==> src/rtl/hsn_pkg.sv <==
package hsn_pkg;

    localparam int HSN_CNT_W   = 12;
    localparam int HSN_WIDTH_W = 8;

    typedef struct packed {
        logic                 prev;
        logic                 seen;
        logic [HSN_CNT_W-1:0] hi_cnt;
        logic [HSN_CNT_W-1:0] lo_cnt;
        logic                 cand;
        logic                 cand_ok;
        logic                 pol_valid;
        logic                 pol_high;
    } pol_st_t;

    typedef struct packed {
        logic                   active;
        logic [HSN_WIDTH_W-1:0] remain;
    } pulse_st_t;

endpackage

==> src/rtl/hsn_sync.sv <==
module hsn_sync #(
    parameter int WIDTH  = 1,
    parameter int STAGES = 2
) (
    input  logic             clk,
    input  logic             rst_n,
    input  logic [WIDTH-1:0] d,
    output logic [WIDTH-1:0] q
);
    logic [WIDTH-1:0] stg_q [STAGES];

    generate
        for (genvar s = 0; s < STAGES; s++) begin : g_stage
            if (s == 0) begin : g_first
                always_ff @(posedge clk or negedge rst_n) begin
                    if (!rst_n) stg_q[s] <= '0;
                    else        stg_q[s] <= d;
                end
            end else begin : g_next
                always_ff @(posedge clk or negedge rst_n) begin
                    if (!rst_n) stg_q[s] <= '0;
                    else        stg_q[s] <= stg_q[s-1];
                end
            end
        end
    endgenerate

    assign q = stg_q[STAGES-1];
endmodule

==> src/rtl/hsn_pol_detect.sv <==
module hsn_pol_detect
    import hsn_pkg::*;
(
    input  logic clk,
    input  logic rst_n,
    input  logic hs_s,
    output logic active_edge,
    output logic pol_valid,
    output logic pol_high
);
    pol_st_t st_d, st_q;
    logic    rise, fall, cand_now;

    assign rise     = hs_s & ~st_q.prev;
    assign fall     = ~hs_s & st_q.prev;
    assign cand_now = (st_q.hi_cnt < st_q.lo_cnt);

    always_comb begin
        st_d      = st_q;
        st_d.prev = hs_s;
        if (rise) begin
            if (st_q.seen) begin
                if (st_q.cand_ok && (st_q.cand == cand_now)) begin
                    st_d.pol_valid = 1'b1;
                    st_d.pol_high  = cand_now;
                end
                st_d.cand    = cand_now;
                st_d.cand_ok = 1'b1;
            end
            st_d.seen   = 1'b1;
            st_d.hi_cnt = {{(HSN_CNT_W-1){1'b0}}, 1'b1};
            st_d.lo_cnt = '0;
        end else if (hs_s) begin
            if (st_q.hi_cnt != '1) st_d.hi_cnt = st_q.hi_cnt + 1'b1;
        end else begin
            if (st_q.lo_cnt != '1) st_d.lo_cnt = st_q.lo_cnt + 1'b1;
        end
    end

    always_ff @(posedge clk or negedge rst_n) begin
        if (!rst_n) st_q <= '0;
        else        st_q <= st_d;
    end

    assign active_edge = st_q.pol_valid & (st_q.pol_high ? rise : fall);
    assign pol_valid   = st_q.pol_valid;
    assign pol_high    = st_q.pol_high;

    // lock is sticky
    assert_lock_sticky_R2: assert property (@(posedge clk) disable iff (!rst_n)
        st_q.pol_valid |=> st_q.pol_valid);

    // polarity only moves after a rising input edge
    assert_pol_moves_on_rise_R3: assert property (@(posedge clk) disable iff (!rst_n)
        (st_q.pol_high != $past(st_q.pol_high)) |-> $past(rise));
endmodule

==> src/rtl/hsn_pulse_gen.sv <==
module hsn_pulse_gen
    import hsn_pkg::*;
#(
    parameter int EDGE_DLY = 1
) (
    input  logic                   clk,
    input  logic                   rst_n,
    input  logic                   edge_in,
    input  logic [HSN_WIDTH_W-1:0] cfg_width,
    input  logic                   cfg_pol_high,
    output logic                   hs_out
);
    pulse_st_t              pls_d, pls_q;
    logic                   start;
    logic [HSN_WIDTH_W-1:0] w_eff;

    generate
        if (EDGE_DLY > 0) begin : g_dly
            logic [EDGE_DLY-1:0] dly_q;
            if (EDGE_DLY == 1) begin : g_one
                always_ff @(posedge clk or negedge rst_n) begin
                    if (!rst_n) dly_q <= '0;
                    else        dly_q <= edge_in;
                end
            end else begin : g_many
                always_ff @(posedge clk or negedge rst_n) begin
                    if (!rst_n) dly_q <= '0;
                    else        dly_q <= {dly_q[EDGE_DLY-2:0], edge_in};
                end
            end
            assign start = dly_q[EDGE_DLY-1];
        end else begin : g_nodly
            assign start = edge_in;
        end
    endgenerate

    assign w_eff = (cfg_width == '0) ? {{(HSN_WIDTH_W-1){1'b0}}, 1'b1} : cfg_width;

    always_comb begin
        pls_d = pls_q;
        if (start) begin
            pls_d.active = 1'b1;
            pls_d.remain = w_eff - 1'b1;
        end else if (pls_q.active) begin
            if (pls_q.remain == '0) pls_d.active = 1'b0;
            else                    pls_d.remain = pls_q.remain - 1'b1;
        end
    end

    always_ff @(posedge clk or negedge rst_n) begin
        if (!rst_n) pls_q <= '0;
        else        pls_q <= pls_d;
    end

    assign hs_out = cfg_pol_high ? pls_q.active : ~pls_q.active;

    // an edge always (re)starts the pulse
    assert_start_runs_R7: assert property (@(posedge clk) disable iff (!rst_n)
        start |=> pls_q.active);

    // a pulse ends only when its count is spent and no restart came
    assert_end_when_spent_R5: assert property (@(posedge clk) disable iff (!rst_n)
        $fell(pls_q.active) |-> (($past(pls_q.remain) == '0) && !$past(start)));
endmodule

==> src/rtl/hsync_normalizer.sv <==
module hsync_normalizer
    import hsn_pkg::*;
#(
    parameter int DATA_W      = 8,
    parameter int LAT         = 4,
    parameter int SYNC_STAGES = 2
) (
    input  logic                   clk,
    input  logic                   rst_n,
    input  logic                   hsync_in,
    input  logic                   coast_in,
    input  logic [DATA_W-1:0]      pix_in,
    input  logic                   cfg_out_active_high,
    input  logic [HSN_WIDTH_W-1:0] cfg_pulse_width,
    output logic                   hsync_out,
    output logic                   ref_strobe,
    output logic [DATA_W-1:0]      pix_out,
    output logic                   pol_locked,
    output logic                   pol_active_high
);
    localparam int EDGE_DLY = LAT - SYNC_STAGES - 1;

    typedef struct packed {
        logic                       ref_stb;
        logic [LAT-1:0][DATA_W-1:0] pipe;
    } top_st_t;

    top_st_t    top_d, top_q;
    logic [1:0] sync_s;
    logic       hs_s, coast_s, active_edge;

    hsn_sync #(.WIDTH(2), .STAGES(SYNC_STAGES)) u_sync (
        .clk   (clk),
        .rst_n (rst_n),
        .d     ({coast_in, hsync_in}),
        .q     (sync_s)
    );
    assign hs_s    = sync_s[0];
    assign coast_s = sync_s[1];

    hsn_pol_detect u_pol (
        .clk         (clk),
        .rst_n       (rst_n),
        .hs_s        (hs_s),
        .active_edge (active_edge),
        .pol_valid   (pol_locked),
        .pol_high    (pol_active_high)
    );

    hsn_pulse_gen #(.EDGE_DLY(EDGE_DLY)) u_pulse (
        .clk          (clk),
        .rst_n        (rst_n),
        .edge_in      (active_edge),
        .cfg_width    (cfg_pulse_width),
        .cfg_pol_high (cfg_out_active_high),
        .hs_out       (hsync_out)
    );

    always_comb begin
        top_d         = top_q;
        top_d.ref_stb = active_edge & ~coast_s;
        top_d.pipe[0] = pix_in;
        for (int i = 1; i < LAT; i++) top_d.pipe[i] = top_q.pipe[i-1];
    end

    always_ff @(posedge clk or negedge rst_n) begin
        if (!rst_n) top_q <= '0;
        else        top_q <= top_d;
    end

    assign ref_strobe = top_q.ref_stb;
    assign pix_out    = top_q.pipe[LAT-1];

    // no strobe leaves while coast was seen
    assert_no_strobe_in_coast_R8: assert property (@(posedge clk) disable iff (!rst_n)
        ref_strobe |-> !$past(coast_s));

    // strobes only after lock
    assert_strobe_after_lock_R9: assert property (@(posedge clk) disable iff (!rst_n)
        ref_strobe |-> pol_locked);
endmodule

==> config.mk <==
export PLATFORM = sky130hd
export DESIGN_NAME = hsync_normalizer
export DESIGN_NICKNAME = d
export VERILOG_FILES = /design/src/rtl/hsn_pkg.sv /design/src/rtl/hsn_sync.sv /design/src/rtl/hsn_pol_detect.sv /design/src/rtl/hsn_pulse_gen.sv /design/src/rtl/hsync_normalizer.sv
export SDC_FILE = /design/constraint.sdc
export NUM_CORES = 1
export LEC_CHECK = 0
export ABC_AREA = 1
export BUFFER_PORTS_ARGS = -buffer_cell sky130_fd_sc_hd__buf_2
export CAP_MARGIN = 20
export CELL_PAD_IN_SITES_DETAIL_PLACEMENT = 0
export CELL_PAD_IN_SITES_GLOBAL_PLACEMENT = 1
export CORE_ASPECT_RATIO = 1.4
export CORE_MARGIN = 3
export CORE_UTILIZATION = 45
export DETAILED_ROUTE_END_ITERATION = 16
export PLACE_DENSITY = 0.78
export SETUP_SLACK_MARGIN = 0.5
export SLEW_MARGIN = 20
export SYNTH_ARGS = -nofsm -noshare
export SYNTH_HDL_FRONTEND = slang
export SYNTH_SLANG_ARGS = --single-unit
==> constraint.sdc <==
create_clock -name clk -period 1.65 [get_ports clk]
set_input_delay 0.2475 -clock clk [delete_from_list [all_inputs] [get_ports clk]]
set_output_delay 0.2475 -clock clk [all_outputs]
set_load 0.01 [all_outputs]
=== Yosys cells after proc, flatten, opt, wreduce, memory -nomap -nowiden ===
Cells that the tools add are included.

* Register bits: 77
* Latch bits: 0
* Bits in writable memories: 0
* Bits in read-only memories: 0
* Input port bits: 21
* Output and inout port bits: 12
* Logic and storage cells: 60
* Memories: 0

* Add/sub/neg operators: 4
* $mul: 0
* Div/mod/pow operators: 0
* $lt $le $gt $ge: 1
* Equality and inequality tests: 5
* Shift-type cells: 0
* Multiplexer cells: 12
* Bitwise operators: 8
* Reductions and logical operators: 12

{| class="wikitable"
|+ Operators with widths
! operator !! count
|-
| $mux W12 || 4
|-
| $add A12 B1 Y12 const B || 2
|-
| $mux W24 || 1
|-
| $ne A12 B12 Y1 const B || 2
|-
| $mux W9 || 2
|-
| $logic_not A8 Y1 || 2
|-
| $mux W8 || 2
|-
| $sub A8 B1 Y8 const B || 2
|-
| $lt A12 B12 Y1 || 1
|-
| $reduce_and A2 Y1 || 4
|-
| $reduce_bool A2 Y1 || 4
|-
| $and A1 B1 Y1 || 4
|-
| $ne A2 B1 Y1 const B || 2
|-
| $not A1 Y1 || 4
|-
| $mux W1 || 3
|-
| $reduce_and A3 Y1 || 1
|-
| $eq A1 B1 Y1 || 1
|-
| $logic_and A1 B1 Y1 || 1
|}

=== Longest topological paths before layout ===
* Depth in word-level cells: 5
* Mapped depth: 13
* Gate-level depth less buffers: 13

=== Hierarchy ===
A second synthesis with hierarchy kept.

* Cells, all modules: 427
* Area total of the unflattened synthesis: 3736.1 um^2

{| class="wikitable"
|+ Modules (own cells, without submodules)
! module !! instances !! cells an instance !! area each (um^2) !! seq. area each (um^2)
|-
| hsn_pol_detect || 1 || 268 || 1978.1 || 750.7
|-
| hsync_normalizer || 1 || 35 || 835.8 || 825.8
|-
| hsn_pulse_gen || 1 || 118 || 807.0 || 250.2
|-
| hsn_sync || 1 || 6 || 115.1 || 100.1
|}

=== Worst setup path after synthesis ===
OpenSTA, ideal clock, no wires.

* Path type: register to register
* Start: register u_pol.st_q[16] (netlist bit)
* End: register u_pol.st_q[16] (netlist bit)
* Setup time: 0.083 ns
* Data arrival time: 1.367 ns
* Required time: 1.567 ns
* Setup slack: 0.200 ns
* Cell stages (with the launch flop): 9
* Path buffers: 0
* Period minus slack after synthesis: 1.450 ns
* Path through: dfrtp_1 > ha_1 > nand2_1 > inv_1 > nand2_1 > nor2_1 > nor2_1 > o21ai_0 > o21ai_0

* Cells in the longest elaborated chain, start to end: 4
* Elaborated cells between the ends (all ways): 7
* Those cells by class: add/sub (1); eq/ne (1); mux (3); reduce/logical (2)

{| class="wikitable"
|+ RTL lines
! item !! RTL line !! text
|-
| start, declared || hsn_pol_detect.sv:11 || <nowiki>pol_st_t st_d, st_q;</nowiki>
|-
| start signal, assigned || hsn_pol_detect.sv:42 || <nowiki>else st_q <= st_d;</nowiki>
|-
| $add A12 B1 Y12 || hsn_pol_detect.sv:34 || <nowiki>if (st_q.hi_cnt != '1) st_d.hi_cnt = st_q.hi_cnt + 1'b1;</nowiki>
|-
| $mux W12 || hsn_pol_detect.sv:34 ||
|-
| $mux W12 || hsn_pol_detect.sv:33 || <nowiki>end else if (hs_s) begin</nowiki>
|-
| $mux W24 || hsn_pol_detect.sv:21 || <nowiki>if (rise) begin</nowiki>
|}

Parallel ways exist; a longest one is shown, timed or not. The select of a mux whose other input is x is not followed.
A chain may end at the register's enable or synchronous reset.

=== Final worst setup path ===
* Start: register u_pol.st_q[10] (netlist bit)
* End: register u_pol.st_q[15] (netlist bit)

* Cells in the longest elaborated chain, start to end: 4
* Elaborated cells between the ends (all ways): 7
* Those cells by class: add/sub (1); eq/ne (1); mux (3); reduce/logical (2)

{| class="wikitable"
|+ RTL lines
! item !! RTL line !! text
|-
| $add A12 B1 Y12 || hsn_pol_detect.sv:36 || <nowiki>if (st_q.lo_cnt != '1) st_d.lo_cnt = st_q.lo_cnt + 1'b1;</nowiki>
|-
| $mux W12 || hsn_pol_detect.sv:36 ||
|-
| $mux W12 || hsn_pol_detect.sv:33 ||
|-
| $mux W24 || hsn_pol_detect.sv:21 ||
|}

Parallel ways exist; a longest one is shown, timed or not. The select of a mux whose other input is x is not followed.

==> results.sh <==
export IMPL_run_status="finished, final reports clean"
export IMPL_initial_core_util=0.473
export IMPL_tightest_slew_ps=294
export IMPL_crit_slowest_cell="dfrtp_1"
export IMPL_comb_power_share=0.378
export IMPL_max_cap_violations=0
export IMPL_layout_drive_gt1_share=0.443
export IMPL_worstSetupEndpointType="register"
export IMPL_p_switching_uw=2110
export IMPL_crit_fanout=5
export IMPL_insertion_delay_ps=350
export IMPL_placed_area_mm2=0.00422
export IMPL_finalNetCount=599
export IMPL_finalCriticalPeriod_ps=1500
export IMPL_maxSlewViolCount=0
export IMPL_area_growth_pct=44.4
export IMPL_finClkSkew_ps=8.18
export IMPL_drt_initial_drc_count=148
export IMPL_clk_transition_reported_paths_ps=80
export IMPL_post_drt_via_cell_ratio=5.14
export IMPL_powerDensity_mw_per_mm2=1070
export IMPL_fin_area_mm2=0.00539
export IMPL_ys_seq_area_frac=0.517
export IMPL_arrival_ps=1780
export IMPL_first_pass_iters=4
export IMPL_crit_path_max_incr_delay_ps=410
export IMPL_die_w_um=82.9
export IMPL_grt_pass1_wl_um=15900
export IMPL_path_cells="buf_4 > nand2_1 > nor2_2 > nand3_2 > nand2_4 > inv_4 > nor2_4 > buf_6 > nand2_1 > o21ai_1"
export IMPL_synthTopCellsByArea="dfrtp_1, nand2_1, inv_1, ha_1, nand3_1"
export IMPL_use_met3=0.0332
export IMPL_synth_seq_cells=77
export IMPL_chipHeight_um=114
export IMPL_power_leakage_uw=0.00253
export IMPL_drc=0
export IMPL_worst_hold_path_type="in -> reg"
export IMPL_vias=3426
export IMPL_n_antenna_cell=0
export IMPL_sw_frac_of_total=0.367
export IMPL_synth_cell_types=29
export IMPL_slew_headroom=0.804
export IMPL_antenna_found_initial=0
export IMPL_rsz0062_at_grt="true"
export IMPL_pwr_share_seq=0.400
export IMPL_numClockSinks=77
export IMPL_syn_area_per_cell_um2=8.36
export IMPL_hpwl_um=6170
export IMPL_hold_violations=0
export IMPL_fin_setup_tns_ps=0
export IMPL_cp_required_ps=1930
export IMPL_io_pins=33
export IMPL_gr_usage_met1=0.221
export IMPL_grt_met2_usage=0.393
export IMPL_die_area_mm2=0.00943
export IMPL_setup_viol=0
export IMPL_path_class="reg -> reg"
export IMPL_syn_area_mm2=0.00373
export IMPL_cts_tree="done"
export IMPL_stdcell_count=666
export IMPL_clock_power_share=0.221
export IMPL_syn_inst=446
export IMPL_fmax_mhz=666
export IMPL_cpMostUsedCell="nand2_1"
export IMPL_coreArea_mm2=0.00789
export IMPL_grt_usage=0.211
export IMPL_htree_levels=3
export IMPL_min_period_over_period=0.910
export IMPL_drtAntennaViolNets=0
export IMPL_wl_um=9720
export IMPL_post_drt_wl_per_cell_um=14.6
export IMPL_yosysTopAreaCell="dfrtp_1"
export IMPL_dp_cells=583
export IMPL_syn_num_nets=483
export IMPL_place_gp_congestion=0.839
export IMPL_grt_max_degree=48
export IMPL_rows=38
export IMPL_ir_drop_v=0.000588
export IMPL_grt_overflow_total=0
export IMPL_top_usage_layer="met2"
export IMPL_portBuffers=32
export IMPL_synth_top_area_frac=0.517
export IMPL_p_int_uw=3650
export IMPL_start_kind="register"
export IMPL_cts_path_max_buffers=2
export IMPL_root_buffer="clkbuf_8"
export IMPL_synth_warnings=0
export IMPL_grt_pass1_vias=3485
export IMPL_cts_made_buffers=9
[layout by cell type (no fill, tap or decap), drive strengths merged]
cell type and count:
or2 3, o31ai 2, buf 99, a21oi 14, o22ai 1, xor2 3
nand3 38, dlygate4sd3 11, nand3b 1, o21bai 2, nor3 6, ha 16
clkinv 3, clkbuf 9, nand2 119, nor2 49, nor4 1, inv 62
nand4 12, dfrtp 77, xnor2 3, clkinvlp 2, o21ai 33
[cell usage after synthesis]
library cell  number
o21bai_1           2
nand4_1           12
inv_1             57
nand2_1          116
or2_4              1
clkbuf_2           1
dfrtp_1           77
o21ai_0           26
nor2_2             3
or2_2              2
nand2_2            3
nor2_8             1
a21oi_1           14
nor2_4             1
inv_2              3
buf_6              2
nand3_1           38
o21ai_4            1
xnor2_1            3
nand3b_1           1
o21ai_1            6
ha_1              16
xor2_1             3
nor4_1             1
nor3_1             6
nor2_1            44
o31ai_1            2
o22ai_1            1
buf_2              3
[cell type report]
cell class                      instances  area (µm²)
Clock buffer                            9         124
Clock inverter                          6        47.5
Fill cell                             658        2510
Inverter                               60         273
Multi-Input combinational cell        303        2000
Sequential cell                        77        1940
Tap cell                              100         125
Timing Repair Buffer                  110         875
Timing Repair inverter                  1        7.51
[metrics by stage]
step / setup WS [ps] / total power (µW) / util / hold slack [ps]
after global routing: 56.0 / 6150 / 0.682 / 201
after floorplan: 284 / 3340 / - / -48.1
after detailed placement: 9.27 / 3760 / 0.534 / 86.2
final: 148 / 5760 / 0.682 / 196
after CTS: 158 / 5460 / 0.635 / 186
after global placement: 24.3 / 3730 / 0.534 / 80.8
[critical path: cells and delay by family, from the launching register on]
kind	cells	cell delay, ps
buffers and inverters	3	320
AOI/OAI and AO/OA	1	70
and+or+nand+nor	6	630
DFF	1	410
[registers in the layout, indices dropped and copies added (netlist names)]
signal,cells
top_d,24
u_pol.pol_valid,1
u_pulse.g_dly.dly_q,1
u_pol.pol_high,1
ref_strobe,1
pix_out,8
u_pol.st_q,28
u_sync.stg_q,2
u_sync.q,2
u_pulse.pls_q,9
[cell families (layout without fill, tap and decap cells)]
| kind of cell | Yosys count | after routing | synth area share |
|---|---|---|---|
| and+or+nand+nor | 229 | 229 | 0.268 |
| DFF | 77 | 77 | 0.517 |
| buffers and inverters | 66 | 186 | 0.0718 |
| AOI/OAI and AO/OA | 52 | 52 | 0.0758 |
| adders and majority gates | 16 | 16 | 0.0537 |
| xor gates and xnor gates | 6 | 6 | 0.0141 |
[worst paths after layout]
path                                    start               end  slack (ps)  depth (start not counted)
setup / recovery               u_pol.st_q[10]    u_pol.st_q[15]         150                         10
hold / removal             cfg_pulse_width[0]  u_pulse.pls_q[0]         200                          4
setup reg to reg               u_pol.st_q[10]    u_pol.st_q[15]         150                         10
hold reg to reg               u_sync.stg_q[3]       u_sync.q[1]         340                          0
max in group asynchronous               rst_n    u_pol.st_q[19]         870                          3
min in group asynchronous               rst_n         top_d[23]         250                          2
[layer usage]
layer  share of wire  vias up
met5               0        -
met4           0.049        0
met3           0.032       39
met2            0.56       89
met1            0.36     1631
li1                -     1667
[what timing repair did]
item | CTS | global route
gates resized for setup | 55 | 84
hold endpoints to repair | 86 | 0
pin swaps | 28 | 33
setup buffers | 43 | 11
cloned | 3 | 0
endpoints found under the setup margin | 41 | 41
hold buffers | 11 | 0
[power groups by stage]
stage	sequential (µW)	clock, µW	combinational (µW)
after global routing	2340	1390	2410
final	2310	1270	2180
after global placement	2340	0	1390
after detailed placement	2350	0	1410
after floorplan	2330	0	1010
after CTS	2300	1310	1840
Power figures use the tool's default switching activity.
